--- config.mk ---
export PLATFORM = sky130hd
export DESIGN_NAME = flash_wstream_prog
export DESIGN_NICKNAME = d
export VERILOG_FILES = /design/src/rtl/flash_wstream_pkg.sv /design/src/rtl/wstream_shift8.sv /design/src/rtl/wstream_poll_guard.sv /design/src/rtl/flash_wstream_prog.sv
export SDC_FILE = /design/constraint.sdc
export NUM_CORES = 1
export LEC_CHECK = 0
export ABC_AREA = 1
export BUFFER_PORTS_ARGS = -buffer_cell sky130_fd_sc_hd__buf_2
export CORE_UTILIZATION = 40
export DETAILED_ROUTE_END_ITERATION = 10
export PLACE_DENSITY_LB_ADDON = 0.15
export SYNTH_ARGS = -nofsm -noshare
export SYNTH_HDL_FRONTEND = slang
export SYNTH_SLANG_ARGS = --single-unit
--- constraint.sdc ---
create_clock -name clk -period 6 [get_ports clk]
set_input_delay 0.6 -clock clk [delete_from_list [all_inputs] [get_ports clk]]
set_output_delay 0.6 -clock clk [all_outputs]
set_load 0.005 [all_outputs]
--- src/rtl/flash_wstream_pkg.sv ---
package flash_wstream_pkg;

   // command bytes understood by the flash
   localparam logic [7:0] OP_WREN = 8'h06;
   localparam logic [7:0] OP_WRDI = 8'h04;
   localparam logic [7:0] OP_RDSR = 8'h05;
   localparam logic [7:0] OP_BYTE = 8'h02;
   localparam logic [7:0] OP_WORD = 8'hAD;

   typedef enum logic [2:0] {
      FR_WREN,
      FR_WRDI,
      FR_RDSR,
      FR_BYTE,
      FR_WOPEN,
      FR_WCONT
   } frame_e;

   typedef enum logic [2:0] {
      ST_IDLE,
      ST_NEXT,
      ST_LOAD,
      ST_SHIFT,
      ST_GAP
   } state_e;

endpackage

--- src/rtl/wstream_shift8.sv ---
module wstream_shift8 #(
   parameter int BITS = 8
) (
   input  logic            clk,
   input  logic            rst_n,
   input  logic            go,
   input  logic [BITS-1:0] tx,
   input  logic            miso,
   output logic            sclk,
   output logic            mosi,
   output logic            rx_last,
   output logic            fin
);
   localparam int CW = $clog2(BITS);

   logic [BITS-1:0] sh;
   logic [CW-1:0]   cnt;
   logic            act;

   assign mosi = sh[BITS-1];

   always_ff @(posedge clk or negedge rst_n) begin
      if (!rst_n) begin
         sh      <= '0;
         cnt     <= '0;
         act     <= 1'b0;
         sclk    <= 1'b0;
         rx_last <= 1'b0;
         fin     <= 1'b0;
      end else begin
         fin <= 1'b0;
         if (go && !act) begin
            sh   <= tx;
            cnt  <= '0;
            act  <= 1'b1;
            sclk <= 1'b0;
         end else if (act) begin
            if (!sclk) begin
               sclk    <= 1'b1;
               rx_last <= miso;
            end else begin
               sclk <= 1'b0;
               sh   <= {sh[BITS-2:0], 1'b0};
               cnt  <= cnt + CW'(1);
               if (cnt == CW'(BITS-1)) begin
                  act <= 1'b0;
                  fin <= 1'b1;
               end
            end
         end
      end
   end
endmodule

--- src/rtl/wstream_poll_guard.sv ---
module wstream_poll_guard #(
   parameter int MAX_POLLS = 4096
) (
   input  logic clk,
   input  logic rst_n,
   input  logic clr,
   input  logic hit,
   output logic last
);
   generate
      if (MAX_POLLS == 0) begin : g_unbounded
         assign last = 1'b0;
      end else begin : g_bounded
         localparam int CW = $clog2(MAX_POLLS + 1);
         logic [CW-1:0] cnt;
         always_ff @(posedge clk or negedge rst_n) begin
            if (!rst_n)   cnt <= '0;
            else if (clr) cnt <= '0;
            else if (hit) cnt <= cnt + CW'(1);
         end
         assign last = (cnt == CW'(MAX_POLLS - 1));
      end
   endgenerate
endmodule

--- src/rtl/flash_wstream_prog.sv ---
module flash_wstream_prog
   import flash_wstream_pkg::*;
#(
   parameter int ADDR_W    = 24,
   parameter int LEN_W     = 16,
   parameter int MAX_POLLS = 4096,
   parameter int GAP_CYC   = 2
) (
   input  logic              clk,
   input  logic              rst_n,
   input  logic              start,
   input  logic [ADDR_W-1:0] start_addr,
   input  logic [LEN_W-1:0]  length,
   output logic [LEN_W-1:0]  buf_addr,
   input  logic [7:0]        buf_data,
   output logic              sclk,
   output logic              cs_n,
   output logic              mosi,
   input  logic              miso,
   output logic              done,
   output logic              error
);
   localparam int AB = ADDR_W / 8;
   localparam int IW = $clog2(AB + 3);
   localparam int GW = $clog2(GAP_CYC + 1);
   localparam logic [IW-1:0] LAST_BYTE = IW'(AB + 1);
   localparam logic [IW-1:0] LAST_OPEN = IW'(AB + 2);

   initial begin
      assert (ADDR_W % 8 == 0 && ADDR_W >= 8) else $error("ADDR_W must be whole bytes");
      assert (LEN_W >= 2) else $error("LEN_W too small");
      assert (GAP_CYC >= 2) else $error("GAP_CYC must be at least 2");
   end

   state_e           state;
   frame_e           kind, pend, pick_kind, pick_pend;
   logic             pick_end, in_word, busy_q, cs_q, done_q, err_q;
   logic [ADDR_W-1:0] pos;
   logic [LEN_W-1:0] idx, rem;
   logic [IW-1:0]    bidx, last_idx;
   logic [GW-1:0]    gcnt;
   logic [7:0]       tx_byte, addr_byte;
   logic             off, go, fin, rx_last, gap_end, g_last, g_clr, g_hit;

   // ---------------- serial engine and poll limit ----------------
   assign go = (state == ST_LOAD);

   wstream_shift8 #(.BITS(8)) i_shift (
      .clk(clk), .rst_n(rst_n), .go(go), .tx(tx_byte), .miso(miso),
      .sclk(sclk), .mosi(mosi), .rx_last(rx_last), .fin(fin)
   );

   assign gap_end = (state == ST_GAP) && (gcnt == GW'(GAP_CYC - 1));
   assign g_clr   = gap_end && (kind == FR_BYTE || kind == FR_WOPEN || kind == FR_WCONT);
   assign g_hit   = gap_end && (kind == FR_RDSR) && busy_q;

   wstream_poll_guard #(.MAX_POLLS(MAX_POLLS)) i_guard (
      .clk(clk), .rst_n(rst_n), .clr(g_clr), .hit(g_hit), .last(g_last)
   );

   // ---------------- frame byte selection ----------------
   always_comb addr_byte = 8'(pos >> (8 * (AB - int'(bidx))));

   always_comb begin
      tx_byte = 8'h00;
      off     = 1'b0;
      case (kind)
         FR_WREN: tx_byte = OP_WREN;
         FR_WRDI: tx_byte = OP_WRDI;
         FR_RDSR: tx_byte = (bidx == '0) ? OP_RDSR : 8'h00;
         FR_BYTE, FR_WOPEN: begin
            if (bidx == '0)              tx_byte = (kind == FR_BYTE) ? OP_BYTE : OP_WORD;
            else if (bidx <= IW'(AB))    tx_byte = addr_byte;
            else begin
               off     = (bidx == LAST_OPEN);
               tx_byte = buf_data;
            end
         end
         default: begin
            if (bidx == '0) tx_byte = OP_WORD;
            else begin
               off     = (bidx == IW'(2));
               tx_byte = buf_data;
            end
         end
      endcase
   end

   assign buf_addr = idx + LEN_W'(off);

   always_comb begin
      case (kind)
         FR_WREN, FR_WRDI: last_idx = '0;
         FR_RDSR:          last_idx = IW'(1);
         FR_BYTE:          last_idx = LAST_BYTE;
         FR_WOPEN:         last_idx = LAST_OPEN;
         default:          last_idx = IW'(2);
      endcase
   end

   // ---------------- next-step choice ----------------
   always_comb begin
      pick_end  = 1'b0;
      pick_kind = FR_WREN;
      pick_pend = FR_BYTE;
      if (in_word) begin
         pick_kind = (rem > LEN_W'(1)) ? FR_WCONT : FR_WRDI;
      end else if (rem == '0) begin
         pick_end = 1'b1;
      end else begin
         pick_pend = (rem > LEN_W'(1) && !pos[0]) ? FR_WOPEN : FR_BYTE;
      end
   end

   // ---------------- sequencer ----------------
   always_ff @(posedge clk or negedge rst_n) begin
      if (!rst_n) begin
         state   <= ST_IDLE;
         kind    <= FR_WREN;
         pend    <= FR_WREN;
         in_word <= 1'b0;
         pos     <= '0;
         idx     <= '0;
         rem     <= '0;
         bidx    <= '0;
         gcnt    <= '0;
         busy_q  <= 1'b0;
         cs_q    <= 1'b1;
         done_q  <= 1'b0;
         err_q   <= 1'b0;
      end else begin
         done_q <= 1'b0;
         err_q  <= 1'b0;
         case (state)
            ST_IDLE: if (start) begin
               pos     <= start_addr;
               rem     <= length;
               idx     <= '0;
               in_word <= 1'b0;
               state   <= ST_NEXT;
            end
            ST_NEXT: begin
               bidx <= '0;
               if (pick_end) begin
                  done_q <= 1'b1;
                  state  <= ST_IDLE;
               end else begin
                  kind  <= pick_kind;
                  pend  <= pick_pend;
                  state <= ST_LOAD;
               end
            end
            ST_LOAD: begin
               cs_q  <= 1'b0;
               state <= ST_SHIFT;
            end
            ST_SHIFT: if (fin) begin
               if (kind == FR_RDSR && bidx == IW'(1)) busy_q <= rx_last;
               if (bidx == last_idx) begin
                  cs_q  <= 1'b1;
                  gcnt  <= '0;
                  state <= ST_GAP;
               end else begin
                  bidx  <= bidx + IW'(1);
                  state <= ST_LOAD;
               end
            end
            ST_GAP: if (!gap_end) gcnt <= gcnt + GW'(1);
            else begin
               bidx  <= '0;
               state <= ST_LOAD;
               case (kind)
                  FR_WREN: kind <= pend;
                  FR_BYTE: begin
                     pos  <= pos + ADDR_W'(1);
                     idx  <= idx + LEN_W'(1);
                     rem  <= rem - LEN_W'(1);
                     kind <= FR_RDSR;
                  end
                  FR_WOPEN, FR_WCONT: begin
                     pos     <= pos + ADDR_W'(2);
                     idx     <= idx + LEN_W'(2);
                     rem     <= rem - LEN_W'(2);
                     in_word <= 1'b1;
                     kind    <= FR_RDSR;
                  end
                  FR_RDSR: begin
                     if (!busy_q) state <= ST_NEXT;
                     else if (g_last) begin
                        done_q <= 1'b1;
                        err_q  <= 1'b1;
                        state  <= ST_IDLE;
                     end
                  end
                  default: begin
                     in_word <= 1'b0;
                     state   <= ST_NEXT;
                  end
               endcase
            end
            default: state <= ST_IDLE;
         endcase
      end
   end

   assign cs_n  = cs_q;
   assign done  = done_q;
   assign error = err_q;
endmodule

# --- Word level (Yosys, flattened, before mapping) ---
# Cells that the tools add are included.
word_totals:
  ff_bits: 103
  in_bits: 52
  out_inout_bits: 21
classes:
  add_sub_neg: 12
  n_lt_le_gt_ge: 2
  eq_ne: 26
  n_shift: 1
  muxes: 84
  n_bitwise: 3
  n_reduce_logical: 41
ops:
  columns: ["op", "count"]
  rows:
  - ["16-bit one-hot mux with 2 select lines", 4]
  - ["24-bit one-hot mux with 2 select lines", 2]
  - ["16-bit 2-to-1 mux", 4]
  - ["8-bit 2-to-1 mux", 7]
  - ["3-bit 2-to-1 mux", 18]
  - ["24-bit 2-to-1 mux", 2]
  - ["8-bit one-hot mux with 4 select lines", 1]
  - ["24-bit by 32-bit >> shifter with 8-bit output", 1]
  - ["1-bit 2-to-1 mux", 26]
  - ["13-bit 2-to-1 mux", 2]
  - ["24-bit by 1-bit adder with 24-bit output (second input constant)", 1]
  - ["24-bit by 2-bit adder with 24-bit output (second input constant)", 1]
  - ["4-bit AND reduction", 5]
  - ["16-bit by 1-bit adder with 16-bit output", 1]
  - ["16-bit by 1-bit adder with 16-bit output (second input constant)", 1]
  - ["16-bit by 2-bit adder with 16-bit output (second input constant)", 1]
  - ["16-bit by 1-bit > comparator with 1-bit output (second input constant)", 1]
  - ["16-bit logical NOT", 1]
  - ["16-bit by 1-bit subtractor with 16-bit output (second input constant)", 1]
  - ["16-bit by 2-bit subtractor with 16-bit output (second input constant)", 1]
  - ["3-bit by 2-bit equality test with 1-bit output (second input constant)", 5]
  - ["3-bit equality test (second input constant)", 5]
  - ["3-bit one-hot mux with 5 select lines", 1]
  - ["2-bit inequality test (second input constant)", 7]
  - ["30 further kinds", 70]

# --- Logic depth before layout (Yosys ltp) ---
# Gate-level depths: netlist of run 1.
logic_depth:
  ltp_word: 7
  depth_mapped: 14
  mapped_depth_nobuf: 13

# --- Hierarchy ---
# A second synthesis of run 1 with hierarchy kept.
unflattened:
  cells_unflattened: 1139
  hier_area_um2: 7524.7
by_module_without_submodules:
  columns: ["module", "instances", "cells_per_inst", "area_each_um2"]
  rows:
  - ["flash_wstream_prog", 1, 944, 5998.3]
  - ["wstream_shift8", 1, 95, 774.5]
  - ["wstream_poll_guard", 1, 100, 752.0]

# --- Least setup slack after synthesis of run 1 ---
# OpenSTA, ideal clock, no wires.
synth_path:
  path_type: "flip-flop to output port"
  start: "reg bidx[1]"
  end: "out buf_addr[14]"
  arrival_ns: 2.320
  setup_slack_ns: 3.080
  stages_incl_launch_ff: 14
  n_path_buf: 1
  cell_sequence: "dfrtp_1 > inv_1 > clkbuf_1 > ha_1 > inv_1 > o32ai_1 > ha_1 > ha_1 > inv_1 > nor2_1 > inv_1 > nor2_1 > nand3_1 > xor2_1"
synth_via:
  elab_chain_cells: 5
  word_cells_on_any_way: 9
synth_rtl:
  columns: ["element", "line_no", "source"]
  rows:
  - ["from (decl)", "flash_wstream_prog.sv:40", "logic [IW-1:0] bidx, last_idx;"]
  - ["from (signal assigned)", "flash_wstream_prog.sv:164", "bidx <= bidx + IW'(1);"]
  - ["3-bit by 2-bit <= comparator with 1-bit output or 3-bit equality test (tied branches)", "flash_wstream_prog.sv:73, flash_wstream_prog.sv:75", null]
  - ["1-bit 2-to-1 mux", "flash_wstream_prog.sv:73", "else if (bidx <= IW'(AB)) tx_byte = addr_byte;"]
  - ["1-bit 2-to-1 mux", "flash_wstream_prog.sv:72", "if (bidx == '0) tx_byte = (kind == FR_BYTE) ? OP_BYTE : OP_WORD;"]
  - ["1-bit one-hot mux with 2 select lines *", "flash_wstream_prog.sv:67", "case (kind)"]
  - ["16-bit by 1-bit adder with 16-bit output *", "flash_wstream_prog.sv:89", "assign buf_addr = idx + LEN_W'(off);"]
  - ["to (decl)", "flash_wstream_prog.sv:14", "output logic [LEN_W-1:0] buf_addr,"]
# Mark *: on every way between the ends. The rest lies on a longest branch, timed or not.

# --- Final worst setup path of run 1 ---
layout_path:
  start: "reg kind[1]"
  end: "out buf_addr[14]"
layout_via:
  elab_chain_cells: 4
  word_cells_on_any_way: 9
layout_rtl:
  columns: ["element", "line_no", "source"]
  rows:
  - ["from (decl)", "flash_wstream_prog.sv:36", "frame_e kind, pend, pick_kind, pick_pend;"]
  - ["from (signal assigned)", "flash_wstream_prog.sv:148", "kind <= pick_kind;"]
  - ["from (signal assigned)", "flash_wstream_prog.sv:173", "FR_WREN: kind <= pend;"]
  - ["3-bit by 2-bit equality test with 1-bit output (tied with other cells)", "flash_wstream_prog.sv:67", null]
  - ["3-bit OR reduction (no source line) or 2-bit OR reduction (tied branches)", null, null]
  - ["1-bit one-hot mux with 2 select lines *", "flash_wstream_prog.sv:67", null]
  - ["16-bit by 1-bit adder with 16-bit output *", "flash_wstream_prog.sv:89", null]
# Marks and branches as above.

==> flow_metrics.py, run 1 <==
metrics = {
    "floorplan": {
        "fp-row-count": 49,
        "dieWidth_um": 138.3,
        "start_util_pct": 41.10,
        "num_io_pins": 73,
        "dieArea_sq_um": 19130,
        "core_area_sq_um": 18090,
        "fp.dieH_um": 138.3,
    },
    "yosys": {
        "synthCells": 1134,
        "synthAdderAreaFrac_pct": 3.366,
        "synth_edf_count": 0,
        "syn_area_per_cell_sq_um": 6.555,
        "synth_xor_area_share_pct": 3.888,
        "async_flop_share_pct": 100.0,
        "yosysTopAreaCellShare_pct": 34.00,
        "syn-num-nets": 1206,
        "synth_area_leaders": "dfrtp_1, nand2_1, nor2_1",
        "synth-warning-count": 0,
        "synth_compound_area_share_pct": 12.61,
        "yosysSeqAreaShare_pct": 34.35,
        "synthFlopType": "dfrtp_1",
        "synth_top_family_by_area": "simple AND/OR/NAND/NOR gates",
        "yosysUniqueCellTypes": 49,
        "synth_simple_gate_area_share_pct": 36.90,
        "netlist_area_sq_um": 7433,
        "synthMuxAreaShare_pct": 0,
        "synth_top_area_cell": "dfrtp_1",
        "synth_seq_cells": 102,
    },
    "clocking": {
        "cts_hold_buffers": 0,
        "htreeDepth": 3,
        "cts_setup_buffers": 0,
        "cts_tree": "done",
        "clock_sinks": 102,
        "numCtsBuffers": 9,
        "clock_path_buffers": 2,
        "worst_skew_pair.late_latency_ps": 360,
        "clk_pin_slew_worst_paths_ps": 80,
        "post_cts_resized": 0,
        "clockRootBuffer": "clkbuf_16",
    },
    "global_route": {
        "grt_max_degree": 76,
        "antenna_found_initial": 0,
        "grt.total_usage_pct": 21.30,
        "grt-ovfl-total": 0,
        "grt_pass1_wl_um": 33030,
        "grt_pass1_vias": 6559,
    },
    "run_status": {
        "violations": "DRC",
        "status": "finished with violations",
    },
    "timing": {
        "rsz0062_at_grt": "no",
        "max_freq_ghz": 0.2451,
        "setup_viol": 0,
        "finalCritPeriodShare_pct": 67.99,
        "slew_violations": 0,
        "relSlewSlack_pct": 32.81,
        "period_minus_slack_ps": 4079,
        "tightest_slew_ps": 1008,
        "fin_setup_tns_ps": 0,
        "clock_skew_ps": 5.992,
        "hold_violations": 0,
    },
    "route": {
        "drc": 10,
        "dr.pass1.iters": 8,
        "routed_via_density": 5.093,
        "wire_per_inst_um": 13.91,
        "initialDrtViolationCount": 590,
        "antenna_left": 0,
        "wirelength_um": 19790,
        "vias": 7247,
    },
    "cells_and_area": {
        "drive_gt1_share_pct": 10.64,
        "post-route-util_pct": 45.82,
        "layout_common_cells": "nand2_1, nor2_1, inv_1",
        "fin_area_sq_um": 8287,
        "antenna_cells": 0,
        "stdcell_count": 1423,
        "final_common_cell": "nand2_1",
        "area_growth_pct": 11.48,
        "layout.nets": 1261,
    },
    "placed_design": {
        "placed_area_sq_um": 7958,
        "portBuffers": 72,
        "gp_congestion": 0.8508,
        "dpl.hpwl_um": 14390,
        "dp_cells": 1407,
    },
    "worst_setup_path": {
        "critPathLaunch": "kind[1]$_DFFE_PN0P_",
        "worstPathArrival_ps": 3480,
        "rrSetupSlack_ps": 3400,
        "critical_path_class": "flop to output port",
        "crit_fanout": 11,
        "cp_data_required_time_ps": 5400,
        "end_kind": "output port",
        "r2r-start": "state[1]$_DFFE_PN0P_",
        "reg2reg_depth": 11,
        "r2r_end": "pos[5]$_DFFE_PN0P_",
        "worst_setup_path_start_kind": "flop",
    },
    "power_and_ir_drop": {
        "power_density_nw_per_um2": 167.9,
        "vdd_drop_max_mv": 0.1270,
        "power_w": 0.001391,
        "p_leak_nw": 4.111,
    },
    "run": {
        "drv_cap": 0,
    },
    "worst_hold_path": {
        "hp-class": "input pin to async pin",
    },
}
sequential cells by signal, indices dropped and copies added (netlist names), 2 cells and up:
| name | flops |
|---|---|
| pos | 24 |
| idx | 16 |
| rem | 16 |
| i_guard.g_bounded.cnt | 13 |
| i_shift.sh | 8 |
| bidx | 3 |
| i_shift.cnt | 3 |
| kind | 3 |
| state | 3 |
| gcnt | 2 |
| pend | 2 |
area by class of cell:
cell class                 instances  area, sq um
clock buffer                       9        225.2
clock inverter                     7        103.9
fill                            1912         9799
inverter                         134        505.5
multi-input combinational        866         4219
sequential                       102         2554
tap                              229        286.5
timing repair buffer              76        392.9
cells by family (layout without fill, tap and decap cells):
| family | count (synthesis) | in the layout |
|---|---|---|
| simple gates | 643 | 643 |
| compound gates | 170 | 170 |
| buf+inv | 166 | 226 |
| flops | 102 | 102 |
| xor+xnor | 33 | 33 |
| fa+ha+maj | 20 | 20 |
worst max-delay path by stage:
stage	to	slack, ps	cells after the start
floorplan	buf_addr[14]	3080	13
global placement	buf_addr[14]	2350	12
detailed placement	buf_addr[14]	2270	12
CTS	buf_addr[14]	1850	12
global route	buf_addr[14]	1640	14
finish	buf_addr[14]	1920	12
critical path: stages, from the launching register on:
cell and delay [ps]:
dfrtp_1 540, o21ai_1 460, nand2_1 180, o32ai_1 550
ha_1 310, ha_1 220, inv_1 50, nor2_1 170
inv_1 80, nor2_1 160, nand3_1 110, xor2_1 160
buf_2 120
cells in the mapped netlist (all sizes together), types with 7 or more instances:
cell type and count:
nand2 365, nor2 155, inv 133, dfrtp 101, o21ai 82, nand3 66, a21oi 56, xor2 32
nand4 31, buf 20, ha 20, clkbuf 12, nor3 12, o211ai 8, or2 7
metrics by stage:
| stage | worst slack (ps) | hold WS, ps |
|---|---|---|
| after global routing | 1638 | 177.7 |
| after global placement | 2350 | 455.6 |
| after CTS | 1851 | 160.8 |
| after floorplan | 3080 | 304.4 |
| final | 1921 | 146.4 |
| after detailed placement | 2269 | 461.1 |
power by group:
| part | switching (W) | leakage, nW | internal (W) |
|---|---|---|---|
| Sequential | 0.000000257 | 1.24 | 0.000687 |
| Clock | 0.000290 | 0.161 | 0.000372 |
| Combinational | 0.0000252 | 2.71 | 0.0000166 |
metal layers:
metal | part of all wire [%] | GRT usage, % | vias to the layer above | wire length, um
met5 | 0 | 0 | - | 0
met4 | 0.85 | 4.908 | 0 | 169
met3 | 4.5 | 3.117 | 11 | 892
met2 | 44 | 33.18 | 159 | 8724
met1 | 51 | 31.01 | 3339 | 10000
li1 | - | - | 3738 | -
Power figures use the tool's default switching activity.
==> run 2, diff against run 1 <==
==> constraint.sdc (replaced) <==
create_clock -name clk -period 3.6 [get_ports clk]
set_input_delay 0.36 -clock clk [delete_from_list [all_inputs] [get_ports clk]]
set_output_delay 0.36 -clock clk [all_outputs]
set_load 0.005 [all_outputs]
==> run 2 against run 1 <==
  * The flow still finishes with violations (DRC)
  * Die area is the same
  * Routed wire length grew 2.2%
  * Critical path depth grew 3
  * Largest cell class unchanged
  * Highest routed layer unchanged
==> flow_metrics.py, run 2 (same netlist as run 1, synthesis figures left out) <==
metrics = {
    "cells_and_area": {
        "area_growth_pct": 12.29,
        "stdcell_count": 1430,
        "final_common_cell": "nand2_1",
        "layout_common_cells": "nand2_1, nor2_1, inv_1",
        "largest-register": "pos",
        "largest_register_ffs": 24,
        "drive_gt1_share_pct": 11.17,
        "layout.nets": 1267,
        "fillers": 1905,
        "reg_top3": "pos: 24 flops, idx: 16 flops, rem: 16 flops",
    },
    "floorplan": {
        "fp-row-count": 49,
        "dieArea_sq_um": 19130,
        "start_util_pct": 41.10,
        "fp.dieH_um": 138.3,
        "num_io_pins": 73,
        "dieWidth_um": 138.3,
        "core_area_sq_um": 18090,
    },
    "power_and_ir_drop": {
        "pwr-share-seq_pct": 49.3,
        "vdd_drop_max_mv": 0.2387,
        "power_frac_comb_pct": 3.1,
        "switchingPower_w": 0.0005171,
        "power_density_nw_per_um2": 278.3,
        "pwr-share-clk_pct": 47.6,
        "p_int_w": 0.001806,
        "p_leak_nw": 4.139,
        "swShare_pct": 22.26,
        "power_w": 0.002323,
    },
    "global_route": {
        "grt-ovfl-total": 0,
        "grt_pass1_vias": 6601,
        "antenna_found_initial": 1,
        "grt_max_degree": 75,
        "grt.total_usage_pct": 21.78,
        "grt_pass1_wl_um": 33640,
    },
    "clocking": {
        "clock_sinks": 102,
        "numCtsBuffers": 9,
        "cts_tree": "done",
        "worst_skew_pair.late_latency_ps": 360,
        "htreeDepth": 3,
        "clockRootBuffer": "clkbuf_16",
        "cts_hold_buffers": 0,
        "clk_pin_slew_worst_paths_ps": 70,
        "clock_path_buffers": 2,
    },
    "timing": {
        "max_freq_ghz": 0.3053,
        "relSlewSlack_pct": 33.99,
        "fin_setup_tns_ps": 0,
        "clock_skew_ps": 6.691,
        "tightest_slew_ps": 990.1,
        "rsz0062_at_grt": "no",
        "finalCritPeriodShare_pct": 90.98,
        "setup_viol": 0,
        "period_minus_slack_ps": 3275,
        "timing.hold.ws_ps": 168.0,
        "hold_violations": 0,
        "slew_violations": 0,
    },
    "worst_setup_path": {
        "end_kind": "output port",
        "critPathLaunch": "bidx[1]$_DFFE_PN0P_",
        "critical_path_class": "flop to output port",
        "worstPathArrival_ps": 2920,
        "rrSetupSlack_ps": 1290,
        "cp_data_required_time_ps": 3240,
        "crit_fanout": 12,
        "r2r-start": "kind[1]$_DFFE_PN0P_",
        "worst_setup_path_start_kind": "flop",
    },
    "route": {
        "antenna_left": 0,
        "dr.pass1.iters": 8,
        "routed_via_density": 5.088,
        "wirelength_um": 20230,
        "wire_per_inst_um": 14.15,
        "drc": 22,
        "initialDrtViolationCount": 496,
        "vias": 7276,
    },
    "run_status": {
        "status": "finished with violations",
        "violations": "DRC",
    },
    "placed_design": {
        "dpl.hpwl_um": 14630,
        "portBuffers": 72,
        "dp_cells": 1413,
        "gp_congestion": 0.8587,
    },
    "worst_hold_path": {
        "hp-class": "input pin to async pin",
    },
    "run": {
        "drv_cap": 0,
    },
}
[run 2: changes by cell type in the layout (fill, tap and decap cells not counted)]
| cell | change |
|---|---|
| buf_12 | +1 |
| inv_1 | -1 |
| dfrtp_2 | +1 |
| dfrtp_1 | -1 |
| clkinv_4 | -2 |
| clkinv_2 | +1 |
| clkinvlp_4 | +2 |
| buf_4 | +5 |
| diode_2 | +1 |
| clkbuf_1 | +1 |
| clkbuf_8 | +1 |
| inv_6 | -2 |
[run 2: worst max-delay path, cell delays in order (launching register included)]
cell and delay, ps:
dfrtp_1 400, clkinvlp_4 210, ha_1 250, inv_1 70
nand3_1 70, o32ai_1 150, buf_4 180, ha_1 180
ha_1 210, inv_1 50, nor2_1 170, inv_1 80
nor2_1 160, nand3_1 110, xor2_1 150, buf_2 120
[run 2: area by class of cell]
cell class                 count  area [sq um]  area share [%]
multi-input combinational    866          4219           50.55
sequential                   102          2555           30.61
inverter                     134         509.2           6.101
timing repair buffer          82         450.4           5.396
tap                          229         286.5           3.433
clock buffer                  11         242.7           2.908
clock inverter                 5         81.33          0.9744
antenna                        1         2.502         0.02998
[run 2: final timing paths]
check / end / cells past startpoint
setup / recovery: buf_addr[14] / 15
hold / removal: i_guard.g_bounded.cnt[6]$_DFFE_PN0P_ / 1
setup reg to reg: idx[11]$_DFFE_PN0P_ / 9
hold reg to reg: cs_n$_DFFE_PN1P_ / 2
max in group asynchronous: kind[1]$_DFFE_PN0P_ / 2
min in group clk: pos[8]$_DFFE_PN0P_ / 3
[run 2: power by group through the flow]
| stage | sequential, W | combinational (W) | clock, W |
|---|---|---|---|
| floorplan | 0.00117 | 0.0000126 | 0 |
| global placement | 0.00117 | 0.0000741 | 0 |
| detailed placement | 0.00117 | 0.0000739 | 0 |
| CTS | 0.00115 | 0.0000744 | 0.00114 |
| global route | 0.00115 | 0.0000829 | 0.00118 |
| finish | 0.00115 | 0.0000712 | 0.00111 |
[run 2: per-stage QoR]
step,utilization [%],setup slack [ps],instance area (sq um)
4_1_cts,46.11,180.2,8339
5_1_grt,46.14,47.18,8344
6_report,46.15,324.8,8347
2_1_floorplan,-,920.2,7433
3_3_place_gp,44.32,641.1,8015
3_5_place_dp,44.32,600.5,8015
[run 2: layer usage]
| layer | track usage (%) | part of all wire, % | vias to the layer above |
|---|---|---|---|
| li1 | - | - | 3752 |
| met1 | 31.63 | 50 | 3329 |
| met2 | 33.69 | 44 | 176 |
| met3 | 3.741 | 4.8 | 19 |
| met4 | 4.790 | 1.0 | 0 |
| met5 | 0 | 0 | - |
[run 2: timing repair]
| action | 4_1_cts | 5_1_grt |
|---|---|---|
| buffers inserted | 0 | 0 |
| gates resized for setup | 0 | 2 |
| setup endpoints to repair | 0 | 2 |
==> run 3, diff against run 2 <==
--- a/config.mk
+++ b/config.mk
@@ -6,7 +6,7 @@
 export NUM_CORES = 1
 export LEC_CHECK = 0
 export ABC_AREA = 1
-export BUFFER_PORTS_ARGS = -buffer_cell sky130_fd_sc_hd__buf_2
+export BUFFER_PORTS_ARGS = -buffer_cell sky130_fd_sc_hd__buf_4
 export CORE_UTILIZATION = 40
 export DETAILED_ROUTE_END_ITERATION = 10
 export PLACE_DENSITY_LB_ADDON = 0.15
==> run 3 against run 2 <==
  * The run still ends with DRC left
  * Design area rose by 1.8%
  * Flip-flop and latch count did not move
  * Sequential power barely moved
  * Die area did not move
  * Register-to-register slack got worse by 100 ps
  * Via count rose by 0.92%
==> flow_metrics.py, run 3 (same netlist as run 1, synthesis figures left out) <==
metrics = {
    "run_status": {
        "status": "finished with violations",
        "violations": "DRC",
    },
    "cells_and_area": {
        "drive_gt1_share_pct": 11.46,
        "area_growth_pct": 14.27,
        "reg_top3": "pos: 24 flops, idx: 16 flops, rem: 16 flops",
        "multi_input_area_sq_um": 4219,
        "fillers": 1936,
        "largest_register_ffs": 24,
        "antenna_cells": 0,
        "final_common_cell": "nand2_1",
        "regArea_sq_um": 2555,
        "layout.nets": 1271,
        "largest-register": "pos",
        "layout_common_cells": "nand2_1, nor2_1, inv_1",
        "fin_area_sq_um": 8494,
    },
    "placed_design": {
        "placed_area_sq_um": 8193,
        "portBuffers": 72,
        "dpl.hpwl_um": 14630,
        "gp_congestion": 0.8574,
        "post-place-ws_ps": 578.1,
    },
    "worst_setup_path": {
        "r2r-start": "kind[1]$_DFFE_PN0P_",
        "crit_fanout": 11,
        "worstSetupEndpoint": "buf_addr[14]",
        "rrSetupSlack_ps": 1190,
        "critical_path_class": "flop to output port",
        "cp_data_required_time_ps": 3240,
        "r2r_end": "rem[4]$_DFFE_PN0P_",
        "worstPathArrival_ps": 2990,
        "reg2reg_depth": 8,
        "worst_setup_path_start_kind": "flop",
        "end_kind": "output port",
        "critPathLaunch": "kind[1]$_DFFE_PN0P_",
    },
    "floorplan": {
        "dieWidth_um": 138.3,
        "fp-row-count": 49,
        "dieArea_sq_um": 19130,
        "fp.dieH_um": 138.3,
        "num_io_pins": 73,
        "core_area_sq_um": 18090,
        "start_util_pct": 41.10,
    },
    "power_and_ir_drop": {
        "swShare_pct": 23.39,
        "power_frac_comb_pct": 4.0,
        "vdd_drop_max_mv": 0.2007,
        "pwr-share-clk_pct": 43.1,
        "power_density_nw_per_um2": 254.7,
        "p_leak_nw": 4.196,
        "pwr-share-seq_pct": 53.0,
        "switchingPower_w": 0.0005062,
        "p_int_w": 0.001658,
    },
    "timing": {
        "period_minus_slack_ps": 3350,
        "tightest_slew_ps": 896.5,
        "setup_viol": 0,
        "fin_setup_tns_ps": 0,
        "rsz0062_at_grt": "no",
        "hold_violations": 0,
        "setup_slack_ps": 250.0,
        "timing.hold.ws_ps": 124.3,
        "finalCritPeriodShare_pct": 93.06,
        "slew_violations": 0,
        "relSlewSlack_pct": 40.24,
        "max_freq_ghz": 0.2985,
        "clock_skew_ps": 10.16,
    },
    "route": {
        "antenna_left": 0,
        "initialDrtViolationCount": 628,
        "drc": 10,
        "routed_via_density": 5.124,
        "wire_per_inst_um": 14.00,
        "wirelength_um": 20060,
        "dr.pass1.iters": 8,
        "vias": 7343,
    },
    "clocking": {
        "htreeDepth": 3,
        "worst_skew_pair.late_latency_ps": 360,
        "numCtsBuffers": 9,
        "clockRootBuffer": "clkbuf_16",
        "clk_pin_slew_worst_paths_ps": 70,
        "clock_path_buffers": 2,
        "clock_sinks": 102,
        "cts_tree": "done",
        "cts_hold_buffers": 0,
    },
    "global_route": {
        "grt.total_usage_pct": 21.33,
        "grt_pass1_vias": 6583,
        "grt_max_degree": 75,
        "antenna_found_initial": 0,
        "grt-ovfl-total": 0,
        "grt_pass1_wl_um": 33140,
    },
    "run": {
        "drv_cap": 0,
    },
    "worst_hold_path": {
        "hp-class": "input pin to async pin",
    },
}
run 3: cell types whose count changed in the layout (fill, tap and decap cells not counted), sizes merged:
cell | previous run | this run
diode | 1 | 0
clkinv | 2 | 6
clkinvlp | 2 | 1
clkbuf | 11 | 10
buf | 82 | 86
bufinv | 2 | 0
run 3: worst max-delay path: stages, from the launching register on:
cell,delay (ps)
dfrtp_2,510
o21ai_1,210
nand2_1,130
o32ai_1,320
buf_4,190
ha_1,180
ha_1,210
inv_1,50
nor2_1,160
inv_1,80
nor2_1,170
nand3_1,120
xor2_1,160
buf_4,130
run 3: power groups by stage:
stage / Combinational [W] / Clock (W) / Sequential [W]
floorplan: 0.0000126 / 0 / 0.00117
global placement: 0.0000888 / 0 / 0.00117
detailed placement: 0.0000882 / 0 / 0.00117
CTS: 0.0000885 / 0.000962 / 0.00115
global route: 0.0000975 / 0.000999 / 0.00115
finish: 0.0000859 / 0.000932 / 0.00115
run 3: what timing repair did:
| item | in CTS | in global routing |
|---|---|---|
| endpoints found under the setup margin | 0 | 2 |
| gates resized for setup | 0 | 2 |
| endpoints found under the hold margin | 0 | 0 |
| buffers inserted | 0 | 4 |
run 3: area by class of cell:
class                   count  area share (%)
repair buffers             86           7.748
clock buffers              10           2.696
flip-flops and latches    102           30.08
multi-input cells         866           49.67
well taps                 229           3.373
inverters                 134           5.995
clock inverters             6          0.4419
run 3: per-stage QoR:
| stage | power, W | instances | utilization (%) |
|---|---|---|---|
| 2_1_floorplan | 0.001181 | 1134 | - |
| 3_3_place_gp | 0.001257 | 1413 | 45.30 |
| 3_5_place_dp | 0.001257 | 1413 | 45.30 |
| 4_1_cts | 0.002196 | 1429 | 46.77 |
| 5_1_grt | 0.002242 | 1433 | 46.97 |
| 6_report | 0.002164 | 1433 | 46.97 |
run 3: routing by layer:
layer  vias to the layer above  global-route usage, %  wire, um
li1                       3765                      -         -
met1                      3381                  30.50      9968
met2                       176                  33.58      8930
met3                        21                  3.221       898
met4                         0                  5.441       265
met5                         -                      0         0
run 3: how the worst min path moves through the flow:
stage	from	end	slack, ps	depth (start not counted)
final	rst_n	i_guard.g_bounded.cnt[10]$_DFFE_PN0P_	120	1
after global routing	rst_n	i_guard.g_bounded.cnt[7]$_DFFE_PN0P_	210	1
after CTS	rst_n	kind[1]$_DFFE_PN0P_	160	1
after detailed placement	cs_n$_DFFE_PN1P_	cs_n$_DFFE_PN1P_	460	2
after global placement	cs_n$_DFFE_PN1P_	cs_n$_DFFE_PN1P_	460	2
after floorplan	rst_n	bidx[0]$_DFFE_PN0P_	60	0
